## src/rtl/regfile_pkg.sv

```systemverilog
package regfile_pkg;

    localparam int unsigned RF_WORDS_DEF = 4;
    localparam int unsigned RF_WIDTH_DEF = 4;

    // Where the read port takes its word from in a given cycle.
    typedef enum logic [1:0] {
        RD_SRC_OFF    = 2'd0,
        RD_SRC_ARRAY  = 2'd1,
        RD_SRC_BYPASS = 2'd2
    } rd_src_e;

    function automatic rd_src_e pick_rd_src(input logic rd_on, input logic wr_hit);
        if (!rd_on)
            return RD_SRC_OFF;
        else if (wr_hit)
            return RD_SRC_BYPASS;
        else
            return RD_SRC_ARRAY;
    endfunction

endpackage

```

## src/rtl/rf_wr_decode.sv

```systemverilog
module rf_wr_decode #(
    parameter int unsigned WORDS  = regfile_pkg::RF_WORDS_DEF,
    parameter int unsigned ADDR_W = $clog2(WORDS)
) (
    input  logic [ADDR_W-1:0] wr_addr,
    input  logic              wr_en_n,
    output logic [WORDS-1:0]  wr_sel
);

    // One select line per word: address match AND strobe active.
    for (genvar g = 0; g < WORDS; g++) begin : g_sel
        assign wr_sel[g] = !wr_en_n && (wr_addr == ADDR_W'(g));
    end

    always_comb begin
        assert (wr_en_n ? (wr_sel == '0) : $onehot(wr_sel))
            else $error("assert_sel_onehot_R9");
    end

endmodule

```

## src/rtl/rf_store.sv

```systemverilog
module rf_store #(
    parameter int unsigned WORDS    = regfile_pkg::RF_WORDS_DEF,
    parameter int unsigned WIDTH    = regfile_pkg::RF_WIDTH_DEF,
    parameter bit          RESET_EN = 1'b1
) (
    input  logic                        clk,
    input  logic                        rst,
    input  logic [WORDS-1:0]            wr_sel,
    input  logic [WIDTH-1:0]            wr_data,
    output logic [WORDS-1:0][WIDTH-1:0] mem_q
);

    for (genvar g = 0; g < WORDS; g++) begin : g_word
        always_ff @(posedge clk) begin
            if (RESET_EN && rst)
                mem_q[g] <= '0;
            else if (wr_sel[g])
                mem_q[g] <= wr_data;
        end

        assert_write_R2: assert property (@(posedge clk) disable iff (rst)
            wr_sel[g] |=> mem_q[g] == $past(wr_data));

        assert_hold_R9: assert property (@(posedge clk) disable iff (rst)
            !wr_sel[g] |=> $stable(mem_q[g]));
    end

    if (RESET_EN) begin : g_rst_chk
        assert_clear_R1: assert property (@(posedge clk)
            rst |=> mem_q == '0);
    end

endmodule

```

## src/rtl/rf_rd_select.sv

```systemverilog
module rf_rd_select
    import regfile_pkg::*;
#(
    parameter int unsigned WORDS  = RF_WORDS_DEF,
    parameter int unsigned WIDTH  = RF_WIDTH_DEF,
    parameter int unsigned ADDR_W = $clog2(WORDS)
) (
    input  logic [WORDS-1:0][WIDTH-1:0] mem_q,
    input  logic [WORDS-1:0]            wr_sel,
    input  logic [WIDTH-1:0]            wr_data,
    input  logic [ADDR_W-1:0]           rd_addr,
    input  logic                        rd_en_n,
    output logic [WIDTH-1:0]            rd_data,
    output logic                        rd_oe
);

    rd_src_e src;

    always_comb begin
        src = pick_rd_src(!rd_en_n, wr_sel[rd_addr]);
        unique case (src)
            RD_SRC_BYPASS: rd_data = wr_data;
            RD_SRC_ARRAY:  rd_data = mem_q[rd_addr];
            default:       rd_data = '0;
        endcase
        rd_oe = (src != RD_SRC_OFF);
    end

endmodule

```

## src/rtl/dual_port_regfile.sv

```systemverilog
module dual_port_regfile
    import regfile_pkg::*;
#(
    parameter int unsigned WORDS    = RF_WORDS_DEF,
    parameter int unsigned WIDTH    = RF_WIDTH_DEF,
    parameter bit          RESET_EN = 1'b1,
    localparam int unsigned ADDR_W  = $clog2(WORDS)
) (
    input  logic              clk,
    input  logic              rst,
    input  logic [ADDR_W-1:0] wr_addr,
    input  logic [WIDTH-1:0]  wr_data,
    input  logic              wr_en_n,
    input  logic [ADDR_W-1:0] rd_addr,
    input  logic              rd_en_n,
    output logic [WIDTH-1:0]  rd_data,
    output logic              rd_oe
);

    logic [WORDS-1:0]            wr_sel;
    logic [WORDS-1:0][WIDTH-1:0] mem_q;

    rf_wr_decode #(.WORDS(WORDS), .ADDR_W(ADDR_W)) u_dec (
        .wr_addr (wr_addr),
        .wr_en_n (wr_en_n),
        .wr_sel  (wr_sel)
    );

    rf_store #(.WORDS(WORDS), .WIDTH(WIDTH), .RESET_EN(RESET_EN)) u_store (
        .clk     (clk),
        .rst     (rst),
        .wr_sel  (wr_sel),
        .wr_data (wr_data),
        .mem_q   (mem_q)
    );

    rf_rd_select #(.WORDS(WORDS), .WIDTH(WIDTH), .ADDR_W(ADDR_W)) u_rd (
        .mem_q   (mem_q),
        .wr_sel  (wr_sel),
        .wr_data (wr_data),
        .rd_addr (rd_addr),
        .rd_en_n (rd_en_n),
        .rd_data (rd_data),
        .rd_oe   (rd_oe)
    );

    assert_frozen_R3: assert property (@(posedge clk) disable iff (rst)
        wr_en_n |=> mem_q == $past(mem_q));

    assert_off_R4: assert property (@(posedge clk) disable iff (rst)
        rd_en_n |-> (!rd_oe && rd_data == '0));

    assert_array_R5: assert property (@(posedge clk) disable iff (rst)
        (!rd_en_n && (wr_en_n || wr_addr != rd_addr)) |-> (rd_oe && rd_data == mem_q[rd_addr]));

    assert_through_R7: assert property (@(posedge clk) disable iff (rst)
        (!rd_en_n && !wr_en_n && wr_addr == rd_addr) |-> (rd_oe && rd_data == wr_data));

    assert_keep_R8: assert property (@(posedge clk) disable iff (rst)
        (!rd_en_n && (wr_en_n || wr_addr != rd_addr)) |=> mem_q[$past(rd_addr)] == $past(rd_data));

endmodule

```

## config.mk

```make
export PLATFORM = sky130hd
export DESIGN_NAME = dual_port_regfile
export DESIGN_NICKNAME = d
export VERILOG_FILES = /design/src/rtl/regfile_pkg.sv /design/src/rtl/rf_wr_decode.sv /design/src/rtl/rf_store.sv /design/src/rtl/rf_rd_select.sv /design/src/rtl/dual_port_regfile.sv
export SDC_FILE = /design/constraint.sdc
export NUM_CORES = 1
export LEC_CHECK = 0
export ABC_AREA = 1
export BUFFER_PORTS_ARGS = -buffer_cell sky130_fd_sc_hd__buf_2
export CORE_UTILIZATION = 54
export DETAILED_ROUTE_END_ITERATION = 8
export PLACE_DENSITY_LB_ADDON = 0.2
export SLEW_MARGIN = 20
export SYNTH_ARGS = -nofsm -noshare
export SYNTH_HDL_FRONTEND = slang
export SYNTH_HIERARCHICAL = 1
export SYNTH_SLANG_ARGS = --single-unit
```

## constraint.sdc

```tcl
create_clock -name clk -period 1.4 [get_ports clk]
set_clock_uncertainty 0.2 [all_clocks]
set_input_delay 0.21 -clock clk [delete_from_list [all_inputs] [get_ports clk]]
set_output_delay 0.21 -clock clk [all_outputs]
set_load 0.1 [all_outputs]
```

After elaboration in Yosys (flattened, before gate mapping)
Cells that the tools add are included.
- word-level logic and storage cells: 24
- output and inout port bits: 5
- bits in registers: 16
- equality and inequality tests: 5
- muxes and demuxes: 7
- magnitude comparators: 1
- reduce and logical (&&, ||, !) cells: 7
- operators with widths (cell ; count):
    binary-select mux 4 bit (select 2 bit) ; 1
    case mux 4 bit (2 select lines) ; 1
    equality test 2 bit (second input constant) ; 3
    equality test 2 x 1 -> 1 bit (second input constant) ; 2
    logical AND 1 bit ; 4
    2-to-1 mux 2 bit ; 2
    2-to-1 mux 4 bit ; 1
    < comparator 2 x 3 -> 1 bit (second input constant) ; 1
    binary-select mux 1 bit (select 2 bit) ; 1
    logical NOT 2 bit ; 1
    nonzero test 2 bit ; 1
    logical NOT 1 bit ; 1
    2-to-1 mux 1 bit ; 1

Depth between registers and ports, before layout
Gate-level depths: netlist of the first run.
- word-level depth: 8
- gate-level depth with buffers: 8
- depth with buffers taken out: 8

By module
Netlist of the first run, hierarchy kept.
- modules (own cells, without submodules) (module ; cells each ; sequential area each (sq um) ; times used ; area an instance (sq um)):
    rf_store ; 90 ; 320.3 ; 1 ; 638.1
    rf_rd_select ; 67 ; 0.0 ; 1 ; 306.5
    rf_wr_decode ; 9 ; 0.0 ; 1 ; 33.8

Worst setup path before layout of the first run
OpenSTA, ideal clock, no wires.
- kind: input-to-output
- start: input wr_en_n
- end: output rd_data[0]
- cell stages on the path: 7
- path buffers: 0
- arrival time: 1.361 ns
- required time: 0.990 ns
- path slack: -0.371 ns
- cell sequence: inv_1 -> nand2_1 -> nor2_1 -> nand2_2 -> nand3_2 -> nand4_1 -> nand2_1
- longest elaborated chain between the ends: 8
- elaborated cells on any way between the ends: 12
- RTL lines (item ; line ; source):
    start, declared ; dual_port_regfile.sv:13 ; input logic wr_en_n,
    logical NOT 1 bit (*) ; rf_wr_decode.sv:12 ; assign wr_sel[g] = !wr_en_n && (wr_addr == ADDR_W'(g));
    logical AND 1 bit (*) ; rf_wr_decode.sv:12 ;
    named net wr_sel[1] ; dual_port_regfile.sv:20 ; logic [WORDS-1:0] wr_sel;
    binary-select mux 1 bit (select 2 bit) (*) ; rf_rd_select.sv:20 ; src = pick_rd_src(!rd_en_n, wr_sel[rd_addr]);
    2-to-1 mux 1 bit (not written as such) (*) ; rf_rd_select.sv:20 ;
    2-to-1 mux 2 bit (*) ; regfile_pkg.sv:16 ; else if (wr_hit)
    2-to-1 mux 2 bit (*) ; regfile_pkg.sv:14 ; if (!rd_on)
    equality test 2 x 1 -> 1 bit / equality test 2 bit (equally long branches) ; rf_rd_select.sv:21 ; unique case (src)
    case mux 4 bit (2 select lines) (*) ; rf_rd_select.sv:21 ;
    end, declared ; dual_port_regfile.sv:16 ; output logic [WIDTH-1:0] rd_data,
The timed path passes the listed nets; every way through them passes the cells marked *. The select of a mux whose other input is x is not followed.

Worst setup path after layout of the first run
- start: register u_store/mem_q[3] (netlist name)
- end: output rd_data[3]
- longest elaborated chain between the ends: 3
- RTL lines (item ; line ; source):
    start, declared ; rf_store.sv:10 ; output logic [WORDS-1:0][WIDTH-1:0] mem_q
    start signal, assigned by index ; rf_store.sv:18 ; mem_q[g] <= wr_data;
    binary-select mux 4 bit (select 2 bit) ; rf_rd_select.sv:23 ; RD_SRC_ARRAY: rd_data = mem_q[rd_addr];
    2-to-1 mux 4 bit (not written as such) ; rf_rd_select.sv:23 ;
    case mux 4 bit (2 select lines) ; rf_rd_select.sv:21 ;
Every way passes these cells. The select of a mux whose other input is x is not followed.

==> results of run 1 <==
==> per-stage QoR <==
stage          setup slack (ns)  hold WS, ns  instances  utilization [%]
2_1_floorplan           -0.0159        0.185        166                -
3_3_place_gp             -0.194        0.261        211             73.2
3_5_place_dp             -0.263        0.266        211             73.2
4_1_cts                  -0.216       0.0670        217             82.5
5_1_grt                  -0.319       0.0965        217             84.7
6_report                 -0.232       0.0686        217             84.7
==> layout make-up <==
class | instances | area, um2
multi-input combinational | 117 | 664
inverter | 27 | 106
timing repair buffer | 28 | 270
sequential | 16 | 338
fill | 103 | 262
clock buffer | 4 | 36.3
tap | 25 | 31.3
==> how the worst max path moves through the flow <==
stage | start | end | slack, ns | cells past startpoint
global route | u_store/mem_q[3] | rd_data[3] | -0.32 | 7
detailed placement | wr_addr[0] | rd_data[3] | -0.26 | 10
global placement | wr_addr[0] | rd_data[0] | -0.19 | 10
floorplan | wr_addr[0] | rd_data[0] | -0.02 | 8
finish | u_store/mem_q[3] | rd_data[3] | -0.23 | 7
CTS | u_store/mem_q[9] | rd_data[1] | -0.22 | 7
==> what timing repair did <==
item	in CTS	in global routing
gates resized for setup	39	19
setup buffers	2	0
setup endpoints to repair	4	4
pin swaps	24	13
==> worst max-delay path: stages (launching register included) <==
cell and delay [ns]:
dfxtp_2 0.34, inv_2 0.03, nand2_2 0.06, nand3_2 0.09, nand2_2 0.08, nand3_2 0.08
nand2_4 0.09, buf_12 0.17
==> synthesized netlist by cell type <==
cell / number / area share, %
buf_6: 2 / 2.3
nand2_1: 59 / 23
dfxtp_1: 16 / 33
buf_2: 3 / 1.5
nand4_1: 4 / 2.6
nand3_2: 2 / 2.0
buf_4: 1 / 0.77
nand3_1: 12 / 6.1
inv_2: 3 / 1.2
nor2_1: 27 / 10
nor2_2: 9 / 5.8
inv_4: 1 / 0.64
nand2_2: 4 / 2.6
inv_1: 23 / 8.8
==> power groups by stage <==
| stage | sequential, W | clock [W] | combinational, W |
|---|---|---|---|
| after CTS | 0.000495 | 0.000311 | 0.000390 |
| after global placement | 0.000500 | 0 | 0.000346 |
| after global routing | 0.000500 | 0.000329 | 0.000437 |
| final | 0.000497 | 0.000299 | 0.000409 |
| after detailed placement | 0.000501 | 0 | 0.000354 |
| after floorplan | 0.000498 | 0 | 0.000240 |
==> layer usage <==
layer / track usage [%] / share of wire (%)
met3: 5.31 / 4.4
met4: 12.7 / 1.6
met5: 0 / 0
met2: 48.5 / 53
met1: 34.1 / 41
==> cell families after synthesis <==
group                  count (synthesis)  share of synthesized area (%)
buffers and inverters                 33                           15.2
flip-flops                            16                           32.7
AND/OR/NAND/NOR                      117                           52.0
==> key figures, run 1 <==
Pwr
  – VDD IR max: 0.839 mV
  – Clock power frac: 24.8%
  – Power spent charging and discharging nets: 0.000413 W
  – Internal power: 0.000792 W
  – Proportion of power drawn by combinational gates: 34.0%
  – Switching share of power: 34.3%
  – Power consumption: 0.00121 W
  – Sequential power share: 41.2%
  – Leakage power of the design: 0.685 nW
  – Power per unit of standard cell area: 834 mW/mm2

Logic synthesis
  – Synthesized instance count: 166
  – Post-synthesis sequential area ratio: 32.7%
  – Post-synth cell types: 14
  – Flip-flop and latch count after synthesis: 16
  – Netlist area before placement: 978 um2
  – Synthesized net count: 178
  – Ys Warns: 6
  – Avg Synthesized Cell Area: 5.89 um2

Timing
  – Setup TNS Final: -0.865 ns
  – Final worst-path setup slack: -0.232 ns
  – Fin. Hold Viols: 0
  – Final count of negative-setup-slack endpoints: 4
  – Time the worst path needs with I/O delays and setup: 1.63 ns
  – Max-Slew Margin vs Limit: 82.0%
  – Actual slew at the worst max-slew pin: 0.269 ns
  – Highest clock rate: 613 MHz
  – Unrepaired setup endpoints after global routing: true
  – Max Slew Vio Count: 0
  – Share of the clock period used by the worst path after layout: 117%

Global route
  – Total congestion overflow: 0
  – Number of antenna violations at the first check in global routing: 0
  – Vias in the first global route: 1036
  – Wire length of the first global-routing pass: 4170 um
  – Tot GR Track Use: 28.3%
  – Largest net degree at the start of global routing: 17

Layout
  – Layout net count: 205
  – Largest regs: u_store/mem_q (16)
  – Total inserted antenna cells: 0
  – Post-route design area: 0.00145 mm2
  – Most common cell after layout, fill and taps aside: nand2_1
  – Biggest register: u_store/mem_q
  – Flip-flop count of the largest register, all copies and words added: 16
  – Most used cells in the layout excluding fill and tap cells: nand2_1 (45), nor2_1 (23), inv_2 (16), dfxtp_2 (14)
  – Area Overhead vs Synth: 47.8%
  – Share of post-route cells with drive strength above 1: 54.7%

CTS
  – Clock tree root driver cell: clkbuf_4
  – Number of buffers created by CTS: 3
  – Total number of H-tree levels: 1
  – Worst skew pair latency: 0.28 ns
  – Hold buffers post-CTS: 0
  – TritonCTS Sinks: 16
  – Clock tree from TritonCTS: yes
  – Clock-pin slew on the worst setup and hold paths: 0.09 ns
  – Maximum clock insertion buffer count: 2

Job
  – Max-cap viol count: 0

Route
  – Routed Wire Length: 2690 um
  – Average detailed-routed wire length per instance: 12.4 um
  – Remaining design rule violation count: 0
  – First-pass iteration count of the detailed router: 4
  – Number of routed nets with antenna violations: 0
  – Vias per Instance: 4.99
  – Starting DRC count in detailed routing: 34
  – Number of vias in the routed layout: 1082

Floorplanning
  – Die Footprint: 0.00199 mm2
  – Standard-cell row count: 15
  – Num ports: 17
  – Overall die height: 44.6 um
  – Initial Util: 57.3%
  – Core region area: 0.00171 mm2
  – Die width: 44.6 um

Worst hold path
  – Worst min-delay path startpoint: rst
  – Destination of the worst hold path: u_store/mem_q[13]
  – Hold path cells: 4
  – Class of the worst hold path: in2reg

Setup path
  – Worst Path Required: 0.99 ns
  – End of the worst register-to-register path: u_store/mem_q[14]
  – Critical R2R Launch: u_store/mem_q[14]
  – Setup Crit Path Kind: reg2out
  – CP Max Fanout: 2
  – Depth of the worst register-to-register path: 2
  – Startpoint types: flip-flop
  – Data arrival time of the critical path: 1.22 ns
  – Endpoint kind of the worst setup timing path: output pin
  – Setup slack, reg-to-reg: 0.54 ns

Placed design
  – Count of buffers inserted at the top-level ports: 16
  – Hpwl dp: 1730 um
  – Placer congestion estimate: 0.907
  – Instance area at placement: 0.00125 mm2

Outcome
  – Violated checks: negative setup slack
  – Result of the run: finished, violations left
No activity file was read; power rests on OpenSTA's default activity.
==> run 2: changes to the inputs <==
- ABC_AREA: 1 -> 0
- CORE_UTILIZATION: 54 -> 51
==> key figures, run 2 <==
Outcome
  – Result of the run: finished, violations left
  – Violated checks: negative setup slack

Floorplanning
  – Standard-cell row count: 13 (-2)
  – Overall die height: 41.7 um (-6.4%)
  – Core region area: 0.00138 mm2 (-19%)
  – Die Footprint: 0.00174 mm2 (-12%)
  – Die width: 41.7 um (-6.4%)
  – Num ports: 17 (unchanged)
  – Initial Util: 58.2% (+0.90 points)

Layout
  – Share of post-route cells with drive strength above 1: 41.3% (-13 points)
  – Most common cell after layout, fill and taps aside: mux2i_1
  – Total inserted antenna cells: 0 (unchanged)
  – Biggest register: u_store/mem_q
  – Layout net count: 105 (-49%)
  – Fillcell total: 103 (unchanged)
  – Area Overhead vs Synth: 33.4%
  – Largest regs: u_store/mem_q (16)
  – Flip-flop count of the largest register, all copies and words added: 16 (unchanged)
  – Most used cells in the layout excluding fill and tap cells: mux2i_1 (17), nor2_1 (16), dfxtp_1 (16), buf_2 (8), buf_4 (6)

Setup path
  – Data arrival time of the critical path: 1.61 ns (+0.39 ns)
  – Startpoint types: input pin
  – Worst Path Required: 0.99 ns (about the same)
  – Depth of the worst register-to-register path: 2 (unchanged)
  – Setup Crit Path Kind: in2out
  – Endpoint kind of the worst setup timing path: output pin
  – CP Max Fanout: 4 (+2)

CTS
  – Worst skew pair latency: 0.28 ns (about the same)
  – Total number of H-tree levels: 1 (unchanged)
  – Hold buffers post-CTS: 0 (unchanged)
  – Clock tree root driver cell: clkbuf_4
  – Clock tree from TritonCTS: yes
  – Number of buffers created by CTS: 3 (unchanged)
  – TritonCTS Sinks: 16 (unchanged)
  – Clock-pin slew on the worst setup and hold paths: 0.09 ns (about the same)
  – Maximum clock insertion buffer count: 2 (unchanged)

Timing
  – Fin. Hold Viols: 0 (unchanged)
  – Actual slew at the worst max-slew pin: 0.254 ns (-0.0150 ns)
  – Share of the clock period used by the worst path after layout: 144% (+28 points)
  – Highest clock rate: 495 MHz (-19%)
  – Final worst-path setup slack: -0.620 ns (-0.388 ns)
  – Max Slew Vio Count: 0 (unchanged)
  – Final count of negative-setup-slack endpoints: 4 (unchanged)
  – Time the worst path needs with I/O delays and setup: 2.02 ns (+0.388 ns)
  – Hold_ws: 0.0439 ns (-0.0248 ns)
  – Unrepaired setup endpoints after global routing: true
  – Max-Slew Margin vs Limit: 82.6% (+0.54 points)

Logic synthesis
  – Synthesized instance count: 73 (-56%)
  – List of most frequent post-synthesis cells: mux2i_1 (20), nor2_1 (20), dfxtp_1 (16), clkbuf_2 (5), mux4_1 (4)
  – Dominant synthesized flop cell: dfxtp_1
  – Synthesized net count: 85 (-52%)
  – Post-synth cell types: 11 (-3)
  – Flip-flop and latch count after synthesis: 16 (unchanged)
  – Portion of synthesized cell area occupied by the leading cell type: 39.8% (+7.1 points)
  – Avg Synthesized Cell Area: 11.0 um2 (+87%)
  – Cell taking the most area after synthesis: dfxtp_1
  – Netlist area before placement: 805 um2 (-18%)
  – Post-synthesis sequential area ratio: 39.8% (+7.1 points)
  – Number of enable-type register cells in the synthesized netlist: 0 (unchanged)
  – Share of synthesized registers carrying an async set or reset: 0% (unchanged)
  – Synth top area cells: dfxtp_1 (40%), mux2i_1 (25%), mux4_1 (13%), nor2_1 (9.3%), clkbuf_2 (3.1%)
  – Ys Warns: 6 (unchanged)

Job
  – Max-cap viol count: 0 (unchanged)

Global route
  – Wire length of the first global-routing pass: 2730 um (-34%)
  – Tot GR Track Use: 20.4% (-7.9 points)
  – Number of antenna violations at the first check in global routing: 0 (unchanged)
  – Vias in the first global route: 605 (-42%)
  – Largest net degree at the start of global routing: 17 (unchanged)
  – Total congestion overflow: 0 (unchanged)

Route
  – First-pass iteration count of the detailed router: 4 (unchanged)
  – Routed Wire Length: 1680 um (-38%)
  – Remaining design rule violation count: 0 (unchanged)
  – Number of routed nets with antenna violations: 0 (unchanged)
  – Vias per Instance: 5.74 (+15%)
  – Starting DRC count in detailed routing: 20 (-41%)
  – Number of vias in the routed layout: 614 (-43%)
  – Average detailed-routed wire length per instance: 15.7 um (+27%)

Pwr
  – Power consumption: 0.00100 W (-17%)
  – Power per unit of standard cell area: 935 mW/mm2 (+12%)
  – Leakage power of the design: 0.423 nW (-38%)
  – VDD IR max: 0.640 mV (-24%)

Placed design
  – Placer congestion estimate: 0.741 (-18%)
  – Count of buffers inserted at the top-level ports: 16 (unchanged)
  – Post-place setup slack: -0.622 ns (-0.359 ns)

Worst hold path
  – Hold path cells: 3 (-1)
  – Class of the worst hold path: in2reg
[run 2: cell types whose count changed after synthesis, sizes merged, moves of 2 or more]
cell / previous run / this run
mux4: 0 / 5
nor2: 36 / 20
nand4: 4 / 0
inv: 27 / 1
clkbuf: 0 / 5
nand2: 63 / 0
nand3: 14 / 0
mux2i: 0 / 20
buf: 6 / 2
nor3b: 0 / 2
[run 2: final timing paths]
| check | from | to | slack [ns] |
|---|---|---|---|
| min | wr_data[3] | u_store/mem_q[3] | 0.04 |
| max reg2reg | u_store/mem_q[7] | u_store/mem_q[7] | 0.56 |
| min reg2reg | u_store/mem_q[11] | u_store/mem_q[11] | 0.30 |
| max | wr_addr[1] | rd_data[1] | -0.62 |
[run 2: per-layer routing]
| layer | vias up | wire length, um | share of wire [%] | GRT usage (%) |
|---|---|---|---|---|
| met1 | 291 | 784 | 47 | 27.2 |
| li1 | 292 | - | - | - |
| met4 | 0 | 20 | 1.2 | 8.39 |
| met5 | - | 0 | 0 | 0 |
| met3 | 4 | 96 | 5.7 | 3.48 |
| met2 | 27 | 776 | 46 | 32.8 |
[run 2: kinds of logic (layout without fill, tap and decap cells)]
kind of cell,count (synthesis),count (layout),synth area share [%]
multiplexers,25,25,40.7
flip-flops,16,16,39.8
AND/OR/NAND/NOR,24,24,13.1
buffers and inverters,8,27,6.38
[run 2: repair_timing]
action / 4_1_cts / 5_1_grt
endpoints found under the setup margin: 4 / 4
pin swaps: 1 / 1
buffers inserted: 1 / 0
gates resized for setup: 6 / 4
[run 2: worst max-delay path: stages]
cell     delay (ns)
buf_8          0.10
and3b_2        0.20
mux4_2         0.58
mux2i_2        0.21
nor2_4         0.12
buf_12         0.18
[run 2: per-stage QoR]
step                std cells  util, %  TNS, ns  instance area (um2)
detailed placement        102     72.2    -2.48                  998
global placement          102     72.2    -2.37                  998
global route              107     77.6    -2.52                 1070
floorplan                  73        -    -2.43                  835
finish                    107     77.6    -2.43                 1070
CTS                       107     77.0    -2.39                 1060
[run 2: area by class of cell]
type,instances,area [um2],area share (%)
timing repair buffer,22,223,20.7
multi-input combinational,49,472,43.9
inverter,1,3.75,0.350
tap,15,18.8,1.75
sequential,16,320,29.8
clock buffer,4,36.3,3.38
[run 2: power breakdown]
part           leakage [nW]  total (W)  internal, W  switching [W]
clock network        0.0210   0.000301     0.000158       0.000143
registers             0.130   0.000478     0.000471     0.00000792
logic                 0.272   0.000224    0.0000984       0.000125
